## src/rtl/dnp_pkg.sv

```systemverilog
package dnp_pkg;
  localparam int NSEC = 2;   // leakage section, tracking section
  localparam int TAPS = 5;   // b0 b1 b2 a1 a2
  localparam int NREG = NSEC * TAPS + 1;  // plus lowpass coefficient
endpackage

```

## src/rtl/dnp_coef_bank.sv

```systemverilog
module dnp_coef_bank #(
  parameter int NREG   = 11,
  parameter int COEF_W = 9,
  parameter int ADDR_W = 4
) (
  input  logic                     clk,
  input  logic                     rst,
  input  logic                     we,
  input  logic [ADDR_W-1:0]        addr,
  input  logic [COEF_W-1:0]        wdata,
  input  logic                     load,
  output logic [NREG*COEF_W-1:0]   act_flat
);
  localparam logic [ADDR_W-1:0] LAST = ADDR_W'(NREG - 1);

  logic [COEF_W-1:0] staged [NREG];
  logic [COEF_W-1:0] active [NREG];

  always_ff @(posedge clk) begin
    if (rst) begin
      for (int i = 0; i < NREG; i++) begin
        staged[i] <= '0;
        active[i] <= '0;
      end
    end else begin
      if (load) begin
        for (int i = 0; i < NREG; i++) active[i] <= staged[i];
      end
      if (we && addr <= LAST) staged[addr] <= wdata;
    end
  end

  for (genvar g = 0; g < NREG; g++) begin : g_flat
    assign act_flat[g*COEF_W +: COEF_W] = active[g];
  end
endmodule

```

## src/rtl/dnp_biquad.sv

```systemverilog
module dnp_biquad #(
  parameter int XW      = 6,
  parameter int COEF_W  = 9,
  parameter int FRAC    = 7,
  parameter int STATE_W = 18
) (
  input  logic                        clk,
  input  logic                        rst,
  input  logic                        en,
  input  logic signed [XW-1:0]        x,
  input  logic [5*COEF_W-1:0]         coef,
  output logic signed [STATE_W-1:0]   y
);
  localparam int ACC_W = STATE_W + COEF_W + 4;
  localparam logic signed [ACC_W-1:0] SMAX = ACC_W'(2**(STATE_W-1) - 1);
  localparam logic signed [ACC_W-1:0] SMIN = ACC_W'(-(2**(STATE_W-1)));

  logic signed [COEF_W-1:0]  c [5];
  logic signed [XW-1:0]      x1, x2;
  logic signed [STATE_W-1:0] y2, ynext;
  logic signed [ACC_W-1:0]   acc, shf;

  for (genvar t = 0; t < 5; t++) begin : g_coef
    assign c[t] = coef[t*COEF_W +: COEF_W];
  end

  always_comb begin
    acc = ACC_W'(c[0]) * ACC_W'(x)
        + ACC_W'(c[1]) * ACC_W'(x1)
        + ACC_W'(c[2]) * ACC_W'(x2)
        - ACC_W'(c[3]) * ACC_W'(y)
        - ACC_W'(c[4]) * ACC_W'(y2);
    shf = acc >>> FRAC;
    if (shf > SMAX)      ynext = SMAX[STATE_W-1:0];
    else if (shf < SMIN) ynext = SMIN[STATE_W-1:0];
    else                 ynext = shf[STATE_W-1:0];
  end

  always_ff @(posedge clk) begin
    if (rst || !en) begin
      x1 <= '0;
      x2 <= '0;
      y  <= '0;
      y2 <= '0;
    end else begin
      x1 <= x;
      x2 <= x1;
      y2 <= y;
      y  <= ynext;
    end
  end
endmodule

```

## src/rtl/dnp_lowpass.sv

```systemverilog
module dnp_lowpass #(
  parameter int COEF_W  = 9,
  parameter int FRAC    = 7,
  parameter int STATE_W = 18
) (
  input  logic                        clk,
  input  logic                        rst,
  input  logic                        clr,
  input  logic signed [STATE_W:0]     s,
  input  logic signed [COEF_W-1:0]    k,
  output logic signed [STATE_W-1:0]   z
);
  localparam int ACC_W = STATE_W + COEF_W + 3;
  localparam logic signed [ACC_W-1:0] SMAX = ACC_W'(2**(STATE_W-1) - 1);
  localparam logic signed [ACC_W-1:0] SMIN = ACC_W'(-(2**(STATE_W-1)));

  logic signed [ACC_W-1:0]   prod, acc;
  logic signed [STATE_W-1:0] znext;

  always_comb begin
    prod = ACC_W'(k) * ACC_W'(z);
    acc  = ACC_W'(s) + (prod >>> FRAC);
    if (acc > SMAX)      znext = SMAX[STATE_W-1:0];
    else if (acc < SMIN) znext = SMIN[STATE_W-1:0];
    else                 znext = acc[STATE_W-1:0];
  end

  always_ff @(posedge clk) begin
    if (rst || clr) z <= '0;
    else            z <= znext;
  end
endmodule

```

## src/rtl/dnp_requant.sv

```systemverilog
module dnp_requant #(
  parameter int STATE_W = 18,
  parameter int OUT_W   = 5,
  parameter int QSHIFT  = 2
) (
  input  logic                        clk,
  input  logic                        rst,
  input  logic                        clr,
  input  logic signed [STATE_W-1:0]   z,
  output logic signed [OUT_W-1:0]     q,
  output logic signed [STATE_W-1:0]   err
);
  localparam int WW = STATE_W + 2;
  localparam logic signed [WW-1:0] QMAX = WW'(2**(OUT_W-1) - 1);
  localparam logic signed [WW-1:0] QMIN = WW'(-(2**(OUT_W-1)));
  localparam logic signed [WW-1:0] EMAX = WW'(2**(STATE_W-1) - 1);
  localparam logic signed [WW-1:0] EMIN = WW'(-(2**(STATE_W-1)));

  logic signed [WW-1:0]      w, qraw, qclip, resid;
  logic signed [OUT_W-1:0]   qnext;
  logic signed [STATE_W-1:0] enext;

  always_comb begin
    w    = WW'(z) + WW'(err);
    qraw = w >>> QSHIFT;
    if (qraw > QMAX)      qclip = QMAX;
    else if (qraw < QMIN) qclip = QMIN;
    else                  qclip = qraw;
    qnext = qclip[OUT_W-1:0];
    resid = w - (qclip <<< QSHIFT);
    if (resid > EMAX)      enext = EMAX[STATE_W-1:0];
    else if (resid < EMIN) enext = EMIN[STATE_W-1:0];
    else                   enext = resid[STATE_W-1:0];
  end

  always_ff @(posedge clk) begin
    if (rst || clr) begin
      q   <= '0;
      err <= '0;
    end else begin
      q   <= qnext;
      err <= enext;
    end
  end
endmodule

```

## src/rtl/dual_notch_path.sv

```systemverilog
module dual_notch_path #(
  parameter int CODE_W  = 5,
  parameter int MID     = 8,
  parameter int COEF_W  = 9,
  parameter int FRAC    = 7,
  parameter int STATE_W = 18,
  parameter int OUT_W   = 5,
  parameter int QSHIFT  = 2,
  parameter int ADDR_W  = 4
) (
  input  logic                       clk,
  input  logic                       rst,
  input  logic [CODE_W-1:0]          code_in,
  input  logic                       en_tx,
  input  logic                       en_bl,
  input  logic                       cfg_we,
  input  logic [ADDR_W-1:0]          cfg_addr,
  input  logic [COEF_W-1:0]          cfg_data,
  input  logic                       cfg_load,
  output logic signed [OUT_W-1:0]    dac_code
);
  import dnp_pkg::*;

  localparam int XW    = CODE_W + 1;
  localparam int SEC_W = TAPS * COEF_W;

  logic [NREG*COEF_W-1:0]    act_flat;
  logic signed [XW-1:0]      x_s;
  logic [NSEC-1:0]           en_vec;
  logic signed [STATE_W-1:0] ysec [NSEC];
  logic signed [STATE_W:0]   sum;
  logic signed [STATE_W-1:0] z_lp;
  logic signed [STATE_W-1:0] err_q;
  logic                      path_on;

  assign x_s     = $signed({1'b0, code_in}) - XW'(MID);
  assign en_vec  = {en_bl, en_tx};
  assign path_on = |en_vec;

  dnp_coef_bank #(.NREG(NREG), .COEF_W(COEF_W), .ADDR_W(ADDR_W)) u_bank (
    .clk(clk), .rst(rst), .we(cfg_we), .addr(cfg_addr), .wdata(cfg_data),
    .load(cfg_load), .act_flat(act_flat)
  );

  for (genvar s = 0; s < NSEC; s++) begin : g_sec
    dnp_biquad #(.XW(XW), .COEF_W(COEF_W), .FRAC(FRAC), .STATE_W(STATE_W)) u_bq (
      .clk(clk), .rst(rst), .en(en_vec[s]), .x(x_s),
      .coef(act_flat[s*SEC_W +: SEC_W]), .y(ysec[s])
    );
  end

  always_comb begin
    sum = '0;
    for (int s = 0; s < NSEC; s++) sum = sum + (STATE_W+1)'(ysec[s]);
  end

  dnp_lowpass #(.COEF_W(COEF_W), .FRAC(FRAC), .STATE_W(STATE_W)) u_lp (
    .clk(clk), .rst(rst), .clr(!path_on), .s(sum),
    .k(act_flat[NSEC*SEC_W +: COEF_W]), .z(z_lp)
  );

  dnp_requant #(.STATE_W(STATE_W), .OUT_W(OUT_W), .QSHIFT(QSHIFT)) u_rq (
    .clk(clk), .rst(rst), .clr(!path_on), .z(z_lp), .q(dac_code), .err(err_q)
  );
endmodule

```

## config.mk

```make
export PLATFORM = sky130hd
export DESIGN_NAME = dual_notch_path
export DESIGN_NICKNAME = d
export VERILOG_FILES = /design/src/rtl/dnp_pkg.sv /design/src/rtl/dnp_coef_bank.sv /design/src/rtl/dnp_biquad.sv /design/src/rtl/dnp_lowpass.sv /design/src/rtl/dnp_requant.sv /design/src/rtl/dual_notch_path.sv
export SDC_FILE = /design/constraint.sdc
export NUM_CORES = 2
export LEC_CHECK = 0
export CAP_MARGIN = 20
export CORE_MARGIN = 3
export CORE_UTILIZATION = 28
export DETAILED_ROUTE_END_ITERATION = 8
export PLACE_DENSITY = 0.4
export SETUP_SLACK_MARGIN = 0.5
export SLEW_MARGIN = 25
export SYNTH_ARGS = -nofsm -noshare
export SYNTH_HDL_FRONTEND = slang
export SYNTH_SLANG_ARGS = --single-unit
```

## constraint.sdc

```tcl
create_clock -name clk -period 15.6 [get_ports clk]
set_clock_uncertainty 0.2 [all_clocks]
set_input_delay 4.68 -clock clk [delete_from_list [all_inputs] [get_ports clk]]
set_output_delay 4.68 -clock clk [all_outputs]
set_load 0.02 [all_outputs]
```

* After elaboration in Yosys (flattened, before gate mapping)
Memories as Yosys holds them, arrays and structs flattened. Cells that the tools add are included.
Operators by class: $add $sub $neg 13, magnitude comparators 11, multiply operators 11, multiplexer cells 32, reduce and logical (&&, ||, !) cells 13, bitwise gates (word level) 11
Operator list (count):
- multiplier 9 x 18 -> 27 bit | 5
- adder 31 bit | 4
- two-way mux 18 bit | 6
- two-way mux 9 bit | 12
- multiplier 9 x 6 -> 15 bit | 6
- two-way mux 17 bit | 4
- subtractor 31 x 27 -> 31 bit | 2
- subtractor 31 bit | 2
- > comparator 24 x 18 -> 1 bit (second input constant) | 2
- < comparator 24 x 18 -> 1 bit (second input constant) | 2
- adder 18 x 18 -> 19 bit | 2
- > comparator 30 x 18 -> 1 bit (second input constant) | 1
- < comparator 30 x 18 -> 1 bit (second input constant) | 1
- adder 19 x 20 -> 21 bit | 1
- > comparator 20 x 18 -> 1 bit (second input constant) | 1
- < comparator 20 x 18 -> 1 bit (second input constant) | 1
- subtractor 19 x 20 -> 20 bit | 1
- > comparator 17 x 5 -> 1 bit (second input constant) | 1
- < comparator 17 x 5 -> 1 bit (second input constant) | 1
- bitwise OR 1 bit | 11
- OR reduction 2 bit | 5
- two-way mux 1 bit | 9
- OR reduction 9 bit | 1
- subtractor 5 x 4 -> 6 bit (second input constant) | 1
- 5 further kinds | 9
Word-level totals: memories 2, bits in writable memories 198, logic and storage cells 108, register bits 137, input bits 24, output and inout port bits 5
Memory list:
- u_bank.active | depth 11, bits a word 9, read ports 11, clocked after memory_dff 0, write ports 11, line dnp_coef_bank.sv:17 | logic [COEF_W-1:0] active [NREG];
- u_bank.staged | depth 11, bits a word 9, read ports 11, clocked after memory_dff 0, write ports 11, line dnp_coef_bank.sv:16 | logic [COEF_W-1:0] staged [NREG];

* Longest topological paths before layout
depth in word-level cells 9, gate-level depth with buffers 46, gate-level depth less buffers 44

* By module
Synthesis repeated with hierarchy kept, for this count alone.
Unflattened totals: cells, all modules 6198, area, all modules 62501.2 um^2
By module, submodules not included:
- dnp_biquad at g_sec[1].u_bq | instances 1, area each 22437.8 um^2, cells each 2282
- dnp_biquad at g_sec[0].u_bq | instances 1, area each 21967.3 um^2, cells each 2201
- dnp_coef_bank | instances 1, area each 7430.9 um^2, cells each 474
- dnp_lowpass | instances 1, area each 6857.8 um^2, cells each 748
- dnp_requant | instances 1, area each 2816.5 um^2, cells each 350
- dual_notch_path | instances 1, area each 991.0 um^2, cells each 143

* Least setup slack after synthesis
OpenSTA, ideal clock, no wires.
path kind input port to flip-flop, from input port code_in[3], to register g_sec[1].u_bq.y[11], data arrival time 13508 ps, setup slack 1778 ps, cell stages on the path 37, path through buf_2 -> inv_1 -> buf_1 -> ha_1 -> clkbuf_1 -> clkbuf_1 -> nand2b_1 -> fa_1 -> fa_1 -> fa_1 -> inv_1 -> fa_1 -> inv_1 -> fa_1 -> nor2b_1 -> o21ai_0 -> a21boi_0 -> o21ai_0 -> a21oi_1 -> a31oi_1 -> xnor2_1 -> inv_1 -> fa_1 -> inv_1 -> ha_1 -> a21o_1 -> a21oi_1 -> o21bai_1 -> a21oi_1 -> o21ai_0 -> a21oi_1 -> o31ai_4 -> xor2_2 -> nor4_4 -> a311oi_4 -> buf_6 -> a21o_1
On the way: cells in the longest elaborated chain, start to end 9, elaborated cells between the ends (all ways) 10
Ends and longest elaborated chain:
- from (decl) | line dual_notch_path.sv:13 | input logic [CODE_W-1:0] code_in,
- subtractor 5 x 4 -> 6 bit (*) | line dual_notch_path.sv:36 | assign x_s = $signed({1'b0, code_in}) - XW'(MID);
- via g_sec[0].u_bq.x[3] | line dnp_biquad.sv:10 | input logic signed [XW-1:0] x,
- multiplier 9 x 6 -> 15 bit (*) | line dnp_biquad.sv:28 | acc = ACC_W'(c[0]) * ACC_W'(x)
- adder 31 bit (*) | line dnp_biquad.sv:29 | + ACC_W'(c[1]) * ACC_W'(x1)
- adder 31 bit (*) | line dnp_biquad.sv:30 | + ACC_W'(c[2]) * ACC_W'(x2)
- subtractor 31 bit (*) | line dnp_biquad.sv:31 | - ACC_W'(c[3]) * ACC_W'(y)
- subtractor 31 x 27 -> 31 bit (*) | line dnp_biquad.sv:32 | - ACC_W'(c[4]) * ACC_W'(y2);
- < comparator 24 x 18 -> 1 bit | line dnp_biquad.sv:35 | else if (shf < SMIN) ynext = SMIN[STATE_W-1:0];
- two-way mux 18 bit | line dnp_biquad.sv:35
- two-way mux 17 bit (*) | line dnp_biquad.sv:34 | if (shf > SMAX) ynext = SMAX[STATE_W-1:0];
- to (signal assigned) | line dnp_biquad.sv:49 | y <= ynext;
- to (decl) | line dnp_biquad.sv:12 | output logic signed [STATE_W-1:0] y
The timed path passes the listed nets; every way through them passes the cells marked *. A chain may end at the register's enable or synchronous reset.

* Worst setup path after layout
from input port code_in[3], to register g_sec[0].u_bq.y[13]
On the way: cells in the longest elaborated chain, start to end 9, elaborated cells between the ends (all ways) 10
Ends and longest elaborated chain (line):
- subtractor 5 x 4 -> 6 bit (*) | dual_notch_path.sv:36
- multiplier 9 x 6 -> 15 bit (*) | dnp_biquad.sv:28
- adder 31 bit (*) | dnp_biquad.sv:29
- adder 31 bit (*) | dnp_biquad.sv:30
- subtractor 31 bit (*) | dnp_biquad.sv:31
- subtractor 31 x 27 -> 31 bit (*) | dnp_biquad.sv:32
- < comparator 24 x 18 -> 1 bit | dnp_biquad.sv:35
- two-way mux 18 bit | dnp_biquad.sv:35
- two-way mux 17 bit (*) | dnp_biquad.sv:34
- to (signal assigned) | dnp_biquad.sv:49
- to (decl) | dnp_biquad.sv:12
Every way passes the cells marked *; elsewhere a longest branch is shown, timed or not.

==> metrics.md <==
| Metric | Value |
|---|---|
| H-tree depth | `2` |
| Slew of the pin with the lowest slew margin | `0.984 ns` |
| Fraction of layout instances using a drive strength above 1 | `0.0279` |
| Buffers added on ports | `28` |
| Cell chosen for the clock root | `clkbuf_16` |
| Highest routed layer | `met4` |
| Synthesized flop and latch total | `335` |
| Data required time of the worst path | `15.85 ns` |
| Kind of end point of the critical path | `flop` |
| Post-synth net total | `7545` |
| Post-detailed-route via-to-cell ratio | `4.42` |
| Final Max Slew Viols | `0` |
| Final HPWL DP | `126 mm` |
| Clock buffers created by TritonCTS | `44` |
| Number of nets in the finished design | `7470` |
| Routed wire length | `153 mm` |
| Detail Route Antenna Nets | `0` |
| Start point of the critical path | `code_in[3]` |
| CP Max Fanout | `21` |
| Effective utilization at floorplan | `0.283` |
| Most used standard cells in the synthesized netlist | `inv_1, fa_1, and2_1` |
| TritonCTS clock tree | `built` |
| Aggregate global routing overflow | `0` |
| Chip height | `459 um` |
| Setup Crit Path Kind | `input pin to flop` |
| Count leader, synth | `inv_1` |
| Crit-path slowest cell | `ha_1` |
| Synthesis-to-layout area growth | `8.23%` |
| Total GRT Usage | `0.150` |
| Vias in the first global route | `41500` |
| Setup repair after global routing missed its margin | `no` |
| Synth Cell Area | `0.0576 sq mm` |
| Most used cell along the critical path | `fa_1` |
| Post-synth EDFFs | `189` |
| Start of the worst register-to-register path | `u_bank.active[0][27]$_SDFFCE_PN0P_` |
| Number of top-level pins | `29` |
| Final total negative setup slack | `0 ns` |
| Sum of met2 wire segment lengths after detailed routing | `69.4 mm` |
| Number of hold violations in the final report | `0` |
| Num Clock Sinks | `335` |
| Clock-pin slew on the worst setup and hold paths | `0.06 ns` |
| Sequential share of the synthesized area | `0.149` |
| Final worst-path cycle share | `0.898` |
| Largest net degree at the start of global routing | `91` |
| Highest attainable clock frequency | `71.4 MHz` |
| Count of TritonRoute iterations in the first routing pass | `5` |
| Result of the run | `finished, final reports clean` |
| Post-CTS Hold Fix Bufs | `0` |
| Primary flip-flop cell chosen by synthesis mapping | `edfxtp_1` |
| Post-DR wirelength/cell | `17.9 um` |
| Number of core rows | `165` |
| Worst EP arrival | `14.25 ns` |
| Headroom to the max-slew limit | `0.344` |
| Startpoint types | `input pin` |
| Worst hold-check slack | `0.281 ns` |
| Core Footprint | `0.203 sq mm` |
| Path category of the worst min-delay check | `flop to flop` |
| Number of distinct library cells after synthesis | `96` |
| Latest clock arrival within the worst-skew pair | `0.65 ns` |
| Final critical path time including I/O delays and setup | `14.00 ns` |
| R2r worst-path depth | `39` |
| Routability Congestion | `0.781` |
| Hold Crit Start | `u_bank.staged[10][2]$_SDFFE_PP0P_` |
| DR WL met3 | `4.42 mm` |
| Final-report setup violation count | `0` |
| Share of the synthesized area in the top cell type | `0.393` |
| Cells after Synth | `5871` |
| Crit path largest cell delay | `0.73 ns` |
| Number of warning messages in the yosys log | `0` |
| First-pass GRT wire length | `246 mm` |
| Wire length on met1 | `76.6 mm` |
| Number of antenna violations at the first check in global routing | `14` |
| Area contributors post-synth | `fa_1, ha_1, edfxtp_1` |
| Async S/R FF share, synth | `0` |
| # DRC | `0` |
| Drt first-iter violations | `1562` |
| Chip Width | `459 um` |
| # Max-Cap Violations | `0` |
| Via total after detailed routing | `37600` |
| Overall die area | `0.211 sq mm` |
| Post-synth top area cell | `fa_1` |
| Worst hold path depth | `2` |
| Post-CTS setup-driven buffer insertion count | `0` |
| Synthesized area per cell | `9.81 sq um` |
| Clock buffer depth | `3` |
| Number of gates resized after cts | `0` |
[flip-flops by register name, indices dropped and copies added (netlist names)]
signal	flops
u_rq.err	18
g_sec.u_bq.x1	12
g_sec.u_bq.x2	12
u_rq.q	5
u_bank.active	99
u_lp.z	18
g_sec.u_bq.y	36
g_sec.u_bq.y2	36
u_bank.staged	99
[worst paths after layout]
check                                                          to  slack (ns)
worst max register to register     g_sec[0].u_bq.y[13]$_SDFF_PP0_        2.83
worst min-delay path            u_bank.staged[10][2]$_SDFFE_PP0P_        0.28
worst min register to register  u_bank.staged[10][2]$_SDFFE_PP0P_        0.28
worst max-delay path               g_sec[0].u_bq.y[13]$_SDFF_PP0_        1.60
[logic make-up after synthesis]
family,synth area share
AOI/OAI and AO/OA,0.0605
adders and majority gates,0.506
xor gates and xnor gates,0.0390
and+or+nand+nor,0.157
buffers and inverters,0.0874
DFF,0.149
muxes,0.000522
[cell type report]
type / count / area (sq um)
fillers: 21200 / 141000
multi-input cells: 4203 / 44000
flip-flops and latches: 335 / 8600
inverters: 1156 / 4340
well taps: 2672 / 3340
clock buffers: 58 / 1200
repair buffers: 56 / 485
clock inverters: 24 / 327
diodes: 3 / 7.51
[through the flow]
| step | utilization | worst slack [ns] | instances | instance area (sq um) |
|---|---|---|---|---|
| 3_5_place_dp | 0.299 | 1.07 | 8422 | 60800 |
| 6_report | 0.306 | 1.60 | 8507 | 62300 |
| 3_3_place_gp | 0.299 | 1.18 | 8422 | 60700 |
| 5_1_grt | 0.306 | 1.05 | 8507 | 62300 |
| 4_1_cts | 0.306 | 1.67 | 8504 | 62300 |
| 2_1_floorplan | - | 1.78 | 5871 | 57600 |
[routing by layer]
layer  GRT usage  vias to the layer above
met5           0                        -
met4      0.0237                        0
met3      0.0151                       85
met2       0.240                      359
met1       0.222                    19400
li1            -                    17800
[cells in the final DEF (no fill, tap or decap), types with 28 or more instances in the layout]
master and n:
dfxtp_1 146, fa_1 1131, edfxtp_1 189, ha_1 519, a21o_1 67, and2_1 634, o21ai_0 124, xor2_1 76
clkbuf_16 45, nor2b_1 55, nand3_1 29, nand2b_1 119, buf_4 28, inv_1 1155, xnor2_1 173, nor3_1 32
nor2_1 286, a21oi_1 133, nand2_1 554, o21bai_1 28
[worst max-delay path: cells and delay by family]
| kind | cells | cell delay (ns) |
|---|---|---|
| and+or+nand+nor | 5 | 0.88 |
| adders and majority gates | 8 | 3.87 |
| xor gates and xnor gates | 2 | 0.92 |
| buffers and inverters | 8 | 1.24 |
| AOI/OAI and AO/OA | 11 | 2.64 |
Power is not shown: default switching activity piles up to over one toggle a cycle in this logic, so the estimate is an artifact.
